$ cat src/rtl/ack_coalesce_tracker.sv
module ack_coalesce_tracker #(
  parameter int NDEST = 8,
  localparam int DW = (NDEST > 1) ? $clog2(NDEST) : 1,
  localparam int CW = $clog2(NDEST + 1)
) (
  input  logic             clk,
  input  logic             rst_n,
  input  logic             trk_clear,
  input  logic             req_assert,
  input  logic             dlv_valid,
  input  logic             dlv_ok,
  input  logic [NDEST-1:0] dlv_map,
  input  logic             eoi_valid,
  input  logic [DW-1:0]    eoi_dest,
  input  logic             one_valid,
  input  logic [DW-1:0]    one_dest,
  input  logic             one_pending,
  input  logic             resync,
  input  logic [NDEST-1:0] live_pending,
  output logic             coalesced,
  output logic             deliver,
  output logic [CW-1:0]    pend_cnt,
  output logic [NDEST-1:0] pend_map
);

  function automatic logic [CW-1:0] ones(input logic [NDEST-1:0] v);
    logic [CW-1:0] s;
    s = '0;
    for (int i = 0; i < NDEST; i++) s = s + CW'(v[i]);
    return s;
  endfunction

  logic [NDEST-1:0] map_q, map_d;
  logic [CW-1:0]    cnt_q, cnt_d;
  logic             busy;

  assign busy      = (cnt_q != '0);
  assign coalesced = req_assert & busy;
  assign deliver   = req_assert & ~busy;
  assign pend_cnt  = cnt_q;
  assign pend_map  = map_q;

  always_comb begin
    map_d = map_q;
    cnt_d = cnt_q;
    if (trk_clear) begin
      map_d = '0;
      cnt_d = '0;
    end else if (dlv_valid) begin
      map_d = dlv_ok ? dlv_map : '0;
      cnt_d = dlv_ok ? ones(dlv_map) : '0;
    end else if (resync) begin
      map_d = live_pending;
      cnt_d = ones(live_pending);
    end else if (one_valid) begin
      if (one_pending && !map_q[one_dest]) begin
        map_d[one_dest] = 1'b1;
        cnt_d = cnt_q + 1'b1;
      end else if (!one_pending && map_q[one_dest]) begin
        if (busy) begin
          map_d[one_dest] = 1'b0;
          cnt_d = cnt_q - 1'b1;
        end else begin
          map_d = live_pending;
          cnt_d = ones(live_pending);
        end
      end
    end else if (eoi_valid && map_q[eoi_dest]) begin
      if (busy) begin
        map_d[eoi_dest] = 1'b0;
        cnt_d = cnt_q - 1'b1;
      end else begin
        map_d = live_pending;
        cnt_d = ones(live_pending);
      end
    end
  end

  always_ff @(posedge clk or negedge rst_n) begin
    if (!rst_n) begin
      map_q <= '0;
      cnt_q <= '0;
    end else begin
      map_q <= map_d;
      cnt_q <= cnt_d;
    end
  end

endmodule


$ cat config.mk
export PLATFORM = sky130hd
export DESIGN_NAME = ack_coalesce_tracker
export DESIGN_NICKNAME = d
export VERILOG_FILES = /design/src/rtl/ack_coalesce_tracker.sv
export SDC_FILE = /design/constraint.sdc
export NUM_CORES = 1
export LEC_CHECK = 0
export BUFFER_PORTS_ARGS = -buffer_cell sky130_fd_sc_hd__buf_2
export CAP_MARGIN = 20
export CORE_ASPECT_RATIO = 2
export CORE_UTILIZATION = 30
export DETAILED_ROUTE_END_ITERATION = 7
export SKIP_LAST_GASP = 1
export SLEW_MARGIN = 20
export SYNTH_ARGS = -nofsm -noshare
export SYNTH_HDL_FRONTEND = slang
export SYNTH_SLANG_ARGS = --single-unit
$ cat constraint.sdc
create_clock -name clk -period 3 [get_ports clk]
set_clock_uncertainty 0.15 [all_clocks]
set_input_delay 0.6 -clock clk [delete_from_list [all_inputs] [get_ports clk]]
set_output_delay 0.6 -clock clk [all_outputs]
set_load 0.02 [all_outputs]
* Word-level counts from Yosys, hierarchy flattened
Cells that the tools add are included.
** Word-level totals
- Register bits after elaboration :: 12
- Input bits :: 32
- Output and inout port bits :: 14
- Word-level logic and storage cells :: 68
** Cells by class
- Add/subtract/negate cells :: 16
- $lt $le $gt $ge :: 4
- Equality and inequality tests :: 1
- Muxes and demuxes :: 27
- Bitwise gates (word level) :: 8
- Reduce and logical (&&, ||, !) cells :: 10
** Operator list (number)
- 8-bit two-way mux :: 10
- 4-bit two-way mux :: 9
- 4-bit by 1-bit adder with 4-bit output :: 8
- 8-bit AND :: 2
- 8-bit NOT :: 2
- 3-bit by 1-bit adder with 4-bit output :: 2
- 3-bit by 4-bit < comparator with 1-bit output, second input constant :: 2
- 8-bit bitwise OR :: 1
- 2-bit by 1-bit adder with 3-bit output :: 2
- 1-bit binary-select mux with 3-bit select :: 2
- 1-bit demux with 3-bit select :: 2
- 3-bit by 1-bit >= comparator with 1-bit output, second input constant :: 2
- 6-bit by 3-bit != test with 1-bit output, second input constant :: 1
- 1-bit logical AND :: 5
- 5-bit nonzero test :: 1
- 1-bit by 1-bit adder with 2-bit output :: 2
- 4-bit by 1-bit adder with 4-bit output, second input constant :: 1
- 1-bit two-way mux :: 4
- 4-bit nonzero test :: 1
- 4-bit by 1-bit subtractor with 4-bit output, second input constant :: 1
- 1-bit AND :: 2
- 1-bit logical NOT :: 2
- 2-bit AND reduction :: 1
- 1-bit NOT :: 1

* Longest topological paths before layout
Gate-level depths: netlist of run 1.
- Word-level depth :: 14
- Depth in mapped cells :: 12

* Worst setup path before layout of run 1
No wires, ideal clock.
- Path kind :: input to register
- Start :: input port dlv_map[0]
- End :: register cnt_q[2], in the netlist pend_cnt[2]
- Data arrival time :: 3.291 ns
- Required time :: 2.756 ns
- Slack :: -0.535 ns
- Stages :: 12
- Path buffers :: 0
- Path through :: fa_1 inv_1 fa_1 fa_1 inv_1 ha_1 inv_1 fa_1 xnor2_1 and2_1 o32ai_2 a221oi_2
** Between the ends
- Longest elaborated chain between the ends :: 10
** Ends and longest elaborated chain
- start: declaration :: line 12 : input logic [NDEST-1:0] dlv_map,
- 1-bit by 1-bit adder with 2-bit output :: line 29 : for (int i = 0; i < NDEST; i++) s = s + CW'(v[i]);
- 2-bit by 1-bit adder with 3-bit output :: line 29
- 3-bit by 1-bit adder with 4-bit output :: line 29
- 4-bit by 1-bit adder with 4-bit output (4 in series) :: line 29
- 4-bit two-way mux :: line 51 : cnt_d = dlv_ok ? ones(dlv_map) : '0;
- 4-bit two-way mux :: line 49 : end else if (dlv_valid) begin
- 4-bit two-way mux :: line 46 : if (trk_clear) begin
- end signal: assignment :: line 85 : cnt_q <= cnt_d;
- end: declaration :: line 34 : logic [CW-1:0] cnt_q, cnt_d;
No other way between the ends.
A chain may end at the register's enable or synchronous reset.

* Worst setup path in the final report of run 1
- Start :: input port live_pending[3]
- End :: register cnt_q[1], in the netlist pend_cnt[1]
** Between the ends
- Longest elaborated chain between the ends :: 12
- Elaborated cells on any way between the ends :: 13
- Classes of those cells :: 5 x add/sub; 8 x mux
** Ends and longest elaborated chain
- start: declaration :: line 19 : input logic [NDEST-1:0] live_pending,
- 3-bit by 1-bit adder with 4-bit output (*) :: line 29
- 4-bit by 1-bit adder with 4-bit output (*) (4 in series) :: line 29
- 4-bit two-way mux :: line 60, 69
- 4-bit two-way mux :: line 59 : end else if (!one_pending && map_q[one_dest]) begin
- 4-bit two-way mux :: line 56 : if (one_pending && !map_q[one_dest]) begin
- 4-bit two-way mux :: line 55 : end else if (one_valid) begin
- 4-bit two-way mux (*) :: line 52 : end else if (resync) begin
- 4-bit two-way mux (*) :: line 49
- 4-bit two-way mux (*) :: line 46
Mark *: on every way between the ends. The rest lies on a longest branch, timed or not. The select of a mux whose other input is x is not followed.

==> results of run 1 <==
==> synth_stat cells (2+ instances only) <==
| cell | number | share of area |
|---|---|---|
| a2111oi_0 | 3 | 0.013 |
| a211oi_1 | 5 | 0.019 |
| a21oi_1 | 11 | 0.028 |
| a21oi_2 | 2 | 0.0088 |
| a221o_1 | 2 | 0.010 |
| a221oi_2 | 2 | 0.015 |
| a311oi_1 | 6 | 0.026 |
| a32oi_1 | 3 | 0.013 |
| and2_1 | 5 | 0.016 |
| and3b_1 | 2 | 0.0088 |
| buf_2 | 3 | 0.0075 |
| buf_6 | 2 | 0.011 |
| clkbuf_1 | 6 | 0.011 |
| dfrtp_1 | 12 | 0.15 |
| fa_1 | 8 | 0.081 |
| ha_1 | 9 | 0.057 |
| inv_1 | 33 | 0.062 |
| mux2i_1 | 9 | 0.045 |
| mux4_2 | 3 | 0.034 |
| nand2_1 | 9 | 0.017 |
| nand2b_1 | 3 | 0.0094 |
| nand3_1 | 4 | 0.010 |
| nand3b_1 | 8 | 0.030 |
| nor2_1 | 3 | 0.0057 |
| nor2b_1 | 3 | 0.0094 |
| nor3_1 | 10 | 0.025 |
| nor3b_1 | 4 | 0.015 |
| nor4_1 | 2 | 0.0063 |
| nor4b_1 | 2 | 0.0088 |
| o21ai_0 | 8 | 0.020 |
| o311ai_0 | 2 | 0.0088 |
| o31ai_1 | 6 | 0.023 |
| or3_1 | 2 | 0.0063 |
| or3b_1 | 3 | 0.013 |
==> through the flow <==
stage,hold slack [ns],instances,utilization,total power (uW)
floorplan,0.154,230,-,635
global placement,0.346,378,0.389,889
detailed placement,0.348,378,0.389,901
CTS,0.0902,383,0.413,1210
global route,0.110,383,0.419,1320
finish,0.0853,383,0.419,1240
==> power groups by stage <==
stage | Clock (uW) | Sequential [uW] | Combinational [uW]
global route | 287 | 226 | 804
detailed placement | 0 | 225 | 676
CTS | 279 | 224 | 712
global placement | 0 | 225 | 663
finish | 276 | 224 | 740
floorplan | 0 | 250 | 385
==> worst paths after layout <==
check / startpoint / slack (ns) / endpoint
worst max-delay path: live_pending[3] / -0.50 / pend_cnt[1]
min in group clk: trk_clear / 0.52 / pend_cnt[2]
worst min register to register: pend_map[4] / 0.55 / pend_map[4]
worst min-delay path: rst_n / 0.09 / pend_map[6]
worst max register to register: pend_map[6] / 0.17 / pend_map[3]
max in group asynchronous: rst_n / 2.39 / pend_map[7]
==> sequential cells by signal, summed over array words and instances (netlist names) <==
name	cells
pend_cnt	4
pend_map	8
==> metal layers <==
metal | global-route usage | vias to the layer above
met4 | 0.174 | 0
met5 | 0 | -
met1 | 0.228 | 1025
li1 | - | 999
met2 | 0.413 | 93
met3 | 0.0110 | 34
==> cells by family after synthesis <==
family,count (synthesis),synth area share
AND/OR/NAND/NOR,69,0.227
multiplexers,13,0.0850
adder cells (fa/ha/maj),17,0.137
XOR/XNOR,2,0.00881
buffers and inverters,47,0.102
AO/OA/AOI/OAI,70,0.289
flip-flops,12,0.151
==> critical path, stage by stage <==
cell and delay, ns:
buf_6 0.10, fa_1 0.55, inv_2 0.04, fa_1 0.52, fa_1 0.43, inv_2 0.08, ha_4 0.13, inv_2 0.04
fa_2 0.57, nor3_2 0.05, a311oi_2 0.25, a21oi_1 0.10
==> cell type report <==
type                            count  area (sq um)  share of cell area
Inverter                           33           124              0.0465
Multi-Input combinational cell    171          1560               0.587
Sequential cell                    12           300               0.113
Tap cell                           86           108              0.0404
Clock buffer                        4          88.8              0.0334
Timing Repair Buffer               77           478               0.180
==> what timing repair did <==
action                     in CTS  in global routing
pin swaps                       3                  9
gates resized for setup        11                  9
setup endpoints to repair       4                  5
setup buffers                   1                  1
==> impl_metrics.tcl, run 1 <==
set metrics [dict create \
    status "finished, violations left" \
    failed_checks "negative setup slack" \
    core-area_sq_um 6360 \
    fillers 692 \
    synthArstFlopShare 1.00 \
    post-route-period-util 1.17 \
    maxCapViolations 0 \
    clock-sinks 12 \
    num_vias 2151 \
    holdCritPathClass "primary input to asynchronous set/reset pin" \
    setup_viol 4 \
    crit_path_end_kind "flip-flop" \
    synth-seq-cells 12 \
    vias_per_cell 5.62 \
    initialDrtViolationCount 74 \
    power_switching_uw 525 \
    fp.dieH_um 117 \
    p_seq_frac 0.180 \
    wl_per_cell_um 19.1 \
    worstSetupStartpointType "primary input" \
    place_hpwl_mm 5.81 \
    htreeDepth 1 \
    area_growth_pct 33.9 \
    synth-edff-count 0 \
    topRoutingLayerUsed "met4" \
    crit_fanout 2 \
    report.final.slew_viol_count 0 \
    worst_slack_ns -0.497 \
    yosysSeqAreaShare 0.151 \
    avgSynthCellArea_sq_um 8.64 \
    pre_cts_ws_ns -0.772 \
    path_class "primary input to flip-flop" \
    cts-root-buf "clkbuf_16" \
    r2r_cells 9 \
    routed_wl_mm 7.33 \
    nets 347 \
    numPortBuffers 45 \
    ios 46 \
    grt_start_max_net_pins 22 \
    p_comb_frac 0.597 \
    cts.clk_slew.worst_paths_ns 0.05 \
    design_area_sq_um 2660 \
    powerDensity_nw_per_um2 466 \
    cts_tree "yes" \
    num_antenna_cells 0 \
    dpl_cell_area_sq_um 2480 \
    hold_viol 0 \
    rows 41 \
    peakVddDrop_v 0.000170 \
    route.detailed.drc 0 \
    max_freq_mhz 286 \
    grt_pass1_vias 2197 \
    grt_usage 0.225 \
    intPower_uw 714 \
    pwr-share-clk 0.222 \
    setup_tns_ns -1.36 \
    holdBufCountCts 0 \
    overflow 0 \
    syn_area_sq_um 1990 \
    initial_core_util 0.313 \
    layout_commonest_cell "buf_2" \
    die_x_um 59.6 \
    switching_share 0.424 \
    leakagePower_uw 0.00120 \
    synth_cell_types 69 \
    rsz0062_at_grt "yes" \
    grt_pass1_wl_mm 11.4 \
    wl_met1_mm 2.38 \
    cp_data_required_time_ns 2.97 \
    ys_warn_count 0 \
    wl_met2_mm 4.14 \
    max_slew_margin 0.581 \
    antenna_found_initial 0 \
    antenna_left 0 \
    tightest_slew_ns 0.613 \
    wl_met3_um 237 \
    cts.path.max_buffers 2 \
    die_area_sq_um 6980 \
    synth_cells 230 \
    synthFlopType "dfrtp_1" \
    min_period_ns 3.50 \
    syn_nets 279 \
    clk_latency_ns 0.24 \
    arrival_ns 3.47 \
    mostFrequentLayoutCells "buf_2, buf_4, inv_1, dfrtp_1" \
    numCtsBuffers 3 \
    drive_gt1_frac 0.397 \
    firstDrtPassIters 4 \
    gp_congestion 0.904 \
]
No activity file was read; power rests on OpenSTA's default activity.
==> run 2, diff against run 1 <==
ABC_AREA = 1   (was unset)
==> impl_metrics.tcl, run 2 <==
set metrics [dict create \
    status "finished, violations left" \
    failed_checks "negative setup slack" \
    routed_wl_mm 6.26 \
    yosysSeqAreaShare 0.143 \
    rsz0062_at_grt "yes" \
    p_comb_frac 0.574 \
    num_vias 2371 \
    route.detailed.drc 0 \
    holdCritPathClass "primary input to asynchronous set/reset pin" \
    synthArstFlopShare 1.00 \
    grt_pass1_wl_mm 10.2 \
    grt_pass1_vias 2320 \
    firstDrtPassIters 7 \
    antenna_found_initial 0 \
    holdBufCountCts 0 \
    synth_compound_area_frac 0.0935 \
    synthTopCellsByCount "nand2_1, inv_1, nand3_1" \
    drive_gt1_frac 0.243 \
    setup_viol 3 \
    mostFrequentLayoutCells "nand2_1, inv_1, buf_2, nand3_1, nor2_1" \
    synthFlopType "dfrtp_1" \
    post-route-period-util 1.11 \
    worstSetupStartpointType "primary input" \
    wl_per_cell_um 12.4 \
    synth_adder_area_share 0.130 \
    path_class "primary input to flip-flop" \
    synth_mux_area_frac 0 \
    rows 42 \
    numCtsBuffers 3 \
    worst_slack_ns -0.343 \
    peakVddDrop_v 0.000170 \
    clock-sinks 12 \
    cp_data_required_time_ns 2.98 \
    grt_start_max_net_pins 16 \
    pwr-share-clk 0.217 \
    powerDensity_nw_per_um2 425 \
    switching_share 0.454 \
    synth_top_area_frac 0.261 \
    synth_cell_types 28 \
    antenna_left 0 \
    clk_latency_ns 0.24 \
    largest_reg_flops 8 \
    initialDrtViolationCount 81 \
    synth_area_leader_cell "nand2_1" \
    power_switching_uw 499 \
    gp_congestion 0.966 \
    ys_top_cells_by_area "nand2_1, dfrtp_1, inv_1, nand3_1, fa_1" \
    overflow 0 \
    place_hpwl_mm 5.33 \
    nets 466 \
    report.final.slew_viol_count 0 \
    avgSynthCellArea_sq_um 5.82 \
    cts-root-buf "clkbuf_16" \
    syn_area_sq_um 2100 \
    ios 46 \
    numPortBuffers 45 \
    synth_most_common_cell "nand2_1" \
    arrival_ns 3.32 \
    fp.dieH_um 120 \
    tightest_slew_ns 0.503 \
    vias_per_cell 4.71 \
    crit_path_end_kind "flip-flop" \
    layout_commonest_cell "nand2_1" \
    hold_viol 0 \
    maxCapViolations 0 \
    min_period_ns 3.34 \
    leakagePower_uw 0.00148 \
    max_slew_margin 0.663 \
    cts.clk_slew.worst_paths_ns 0.04 \
    yosys.area_share.simple 0.498 \
    max_freq_mhz 299 \
    ys_warn_count 0 \
    die_x_um 61.2 \
    synth_xor_area_frac 0.00417 \
    synth-edff-count 0 \
    num_antenna_cells 0 \
    htreeDepth 1 \
    initial_core_util 0.315 \
    syn_nets 410 \
    grt_usage 0.184 \
    synth_cells 361 \
    die_area_sq_um 7370 \
    area_growth_pct 23.1 \
    cts_tree "yes" \
    whs_ns 0.0932 \
    synth_top_family_by_area "simple AND/OR/NAND/NOR gates" \
    cts.path.max_buffers 2 \
    crit_fanout 2 \
    core-area_sq_um 6670 \
    fin_util 0.388 \
    synth-seq-cells 12 \
    p_seq_frac 0.209 \
    intPower_uw 601 \
]
## run 2: changes by cell type in the layout (fill, tap and decap cells not counted), moves of 8 or more
cell     before  now
nand2_1       9  144
inv_1        29   50
nor3_1        8    0
nor2_1        3   23
nand3_1       4   37
nand2_2       0   11
buf_4        32   12
mux2i_1       9    0
## run 2: logic make-up (layout without fill, tap and decap cells)
kind of cell	Yosys count	count (layout)
DFF	12	12
AOI/OAI and AO/OA	34	34
and+or+nand+nor	234	234
buffers and inverters	63	117
xor gates and xnor gates	1	1
adders and majority gates	17	17
## run 2: routing by layer
metal  vias to the layer above  track usage  routed length [um]
met5                         -            0                   0
met4                         0       0.0966                 278
met3                        23       0.0128                 195
met2                        72        0.347                3530
met1                      1042        0.185                2260
li1                       1234            -                   -
## run 2: path summary, 6_finish.rpt
check	from	slack [ns]	end	cells past startpoint
max in group asynchronous	rst_n	2.38	pend_map[5]	1
hold reg to reg	pend_map[4]	0.45	pend_map[4]	2
min in group clk	pend_map[4]	0.45	pend_map[4]	2
setup reg to reg	pend_map[7]	0.57	pend_map[2]	12
setup / recovery	live_pending[0]	-0.34	pend_cnt[1]	14
hold / removal	rst_n	0.09	pend_map[2]	1
## run 2: metrics by stage
| stage | setup TNS, ns | setup WS, ns | std cells | instance area (sq um) | total power, uW |
|---|---|---|---|---|---|
| global route | -0.947 | -0.423 | 503 | 2590 | 1210 |
| CTS | -0.708 | -0.370 | 502 | 2550 | 1080 |
| floorplan | -0.653 | -0.335 | 361 | 2100 | 664 |
| global placement | -1.58 | -0.589 | 498 | 2460 | 820 |
| detailed placement | -1.70 | -0.629 | 498 | 2460 | 830 |
| finish | -0.700 | -0.343 | 503 | 2590 | 1100 |
## run 2: area by class of cell
class                      instances  area [sq um]
timing repair buffer              58           333
clock buffer                       3          75.1
multi-input combinational        286          1550
fill                             767          4090
inverter                          56           219
tap                               88           110
sequential                        12           300
## run 2: repair_timing
item / in CTS / in global routing
gates resized for setup: 4 / 10
endpoints found under the setup margin: 3 / 4
pin swaps: 1 / 6
buffers inserted: 1 / 1
## run 2: worst max-delay path: stages
cell,delay (ns)
buf_6,0.10
fa_1,0.53
inv_1,0.05
fa_1,0.49
fa_1,0.41
inv_1,0.08
ha_2,0.20
inv_2,0.04
fa_2,0.52
inv_2,0.04
nand2_2,0.06
nand3_2,0.07
nand2_2,0.08
o21ai_2,0.05
## run 2: power groups by stage
stage                     clock network [uW]  logic, uW  registers [uW]
final                                    239        632             230
after global routing                     247        727             236
after CTS                                242        609             230
after detailed placement                   0        599             231
after global placement                     0        589             231
after floorplan                            0        418             246
==> run 3, diff against run 2 <==
clock period = 3.2 ns   (was 3 ns; I/O delays follow)
==> impl_metrics.tcl, run 3 (same netlist as run 2, synthesis figures left out) <==
set metrics [dict create \
    fillers 774 \
    firstDrtPassIters 4 \
    grt_start_max_net_pins 16 \
    maxCapViolations 0 \
    clk_latency_ns 0.24 \
    initial_core_util 0.315 \
    final_cells 498 \
    crit_path_end_kind "flip-flop" \
    nets 460 \
    rows 42 \
    holdCritPathClass "primary input to asynchronous set/reset pin" \
    crit_fanout 2 \
    die_area_sq_um 7370 \
    min_period_ns 3.34 \
    worst_slack_ns -0.143 \
    grt_pass1_wl_mm 10.1 \
    clock-sinks 12 \
    wl_per_cell_um 12.5 \
    num_antenna_cells 0 \
    layout_commonest_cell "nand2_1" \
    die_x_um 61.2 \
    p_seq_frac 0.209 \
    leakagePower_uw 0.00146 \
    placedCellCount 494 \
    cp_slowest_cell "fa_1" \
    fp.dieH_um 120 \
    peakVddDrop_v 0.000159 \
    antenna_left 0 \
    grt_usage 0.181 \
    hold_viol 0 \
    holdBufCountCts 0 \
    p_comb_frac 0.541 \
    ios 46 \
    status "finished, violations left" \
    place_hpwl_mm 5.40 \
    htreeDepth 1 \
    report.final.slew_viol_count 0 \
    arrival_ns 3.32 \
    path_class "primary input to flip-flop" \
    cts.clk_slew.worst_paths_ns 0.04 \
    drive_gt1_frac 0.220 \
    max_freq_mhz 299 \
    cts-root-buf "clkbuf_16" \
    cpPeakStageDelay_ns 0.54 \
    antenna_found_initial 0 \
    cts.path.max_buffers 2 \
    powerDensity_nw_per_um2 408 \
    power_switching_uw 466 \
    mostFrequentLayoutCells "nand2_1, inv_1, buf_2, nand3_1, nor2_1" \
    cp_data_required_time_ns 3.18 \
    vias_per_cell 4.69 \
    largest_reg_flops 8 \
    tightest_slew_ns 0.558 \
    route.detailed.drc 0 \
    max_slew_margin 0.626 \
    worstSetupStartpointType "primary input" \
    path_cells "buf_6 -> fa_1 -> inv_2 -> fa_1 -> fa_1 -> inv_2 -> ha_4 -> inv_2 -> fa_1 -> xor2_1 -> nand2_1 -> nand2_1 -> nand2_1 -> nand2_1 -> o21ai_2" \
    routed_wl_mm 6.23 \
    initialDrtViolationCount 77 \
    pwr-share-clk 0.250 \
    overflow 0 \
    switching_share 0.449 \
    num_vias 2334 \
    numPortBuffers 45 \
    cts_tree "yes" \
    core-area_sq_um 6670 \
    grt_pass1_vias 2345 \
    failed_checks "negative setup slack" \
    post-route-period-util 1.04 \
    numCtsBuffers 3 \
    gp_congestion 0.914 \
    area_growth_pct 20.8 \
    fin_util 0.380 \
    intPower_uw 571 \
    rsz0062_at_grt "yes" \
    setup_viol 2 \
    r2r_cells 12 \
]
==> run 3: cell count changes in the layout (fill, tap and decap cells not counted), sizes merged <==
cell and change:
buf -6, clkbuf +1
==> run 3: routing by layer <==
layer / track usage / routed length, um
met3: 0.00642 / 143
met4: 0.121 / 385
met5: 0 / 0
met2: 0.342 / 3460
met1: 0.174 / 2240
==> run 3: through the flow <==
| stage | hold slack [ns] | setup TNS, ns | worst slack (ns) | power, uW | cell area [sq um] |
|---|---|---|---|---|---|
| 3_3_place_gp | 0.388 | -0.909 | -0.405 | 768 | 2430 |
| 6_report | 0.127 | -0.270 | -0.143 | 1040 | 2540 |
| 5_1_grt | 0.136 | -0.601 | -0.334 | 1130 | 2540 |
| 2_1_floorplan | 0.194 | -0.333 | -0.175 | 622 | 2100 |
| 3_5_place_dp | 0.392 | -1.03 | -0.450 | 775 | 2430 |
| 4_1_cts | 0.136 | -0.334 | -0.185 | 1040 | 2530 |
==> run 3: path summary, 6_finish.rpt <==
| path | startpoint | to | slack, ns |
|---|---|---|---|
| max reg2reg | pend_map[7] | pend_map[0] | 0.72 |
| min | rst_n | pend_map[1] | 0.13 |
| min reg2reg | pend_map[3] | pend_map[3] | 0.46 |
| max | live_pending[0] | pend_cnt[2] | -0.14 |
| max in group asynchronous | rst_n | pend_cnt[0] | 2.54 |
| min in group clk | pend_map[3] | pend_map[3] | 0.46 |
==> run 3: cell type report <==
class / count / area [sq um] / share of cell area
clock buffer: 4 / 88.8 / 0.0350
inverter: 56 / 219 / 0.0862
multi-input combinational: 286 / 1540 / 0.605
sequential: 12 / 300 / 0.118
tap: 88 / 110 / 0.0434
timing repair buffer: 52 / 284 / 0.112
==> run 3: timing repair <==
item | CTS | global route
gates resized for setup | 4 | 2
buffers inserted | 0 | 0
endpoints found under the setup margin | 2 | 2
==> run 3: worst max-delay path, delay by kind of cell <==
kind	cells	cell delay, ns
buffers and inverters	4	0.25
AOI/OAI and AO/OA	1	0.06
and+or+nand+nor	4	0.26
adders and majority gates	5	1.97
xor gates and xnor gates	1	0.14
==> run 3: power groups by stage <==
| stage | Sequential, uW | Combinational (uW) | Clock (uW) |
|---|---|---|---|
| floorplan | 230 | 391 | 0 |
| global placement | 217 | 551 | 0 |
| detailed placement | 218 | 557 | 0 |
| CTS | 216 | 562 | 261 |
| global route | 220 | 645 | 267 |
| finish | 216 | 561 | 259 |
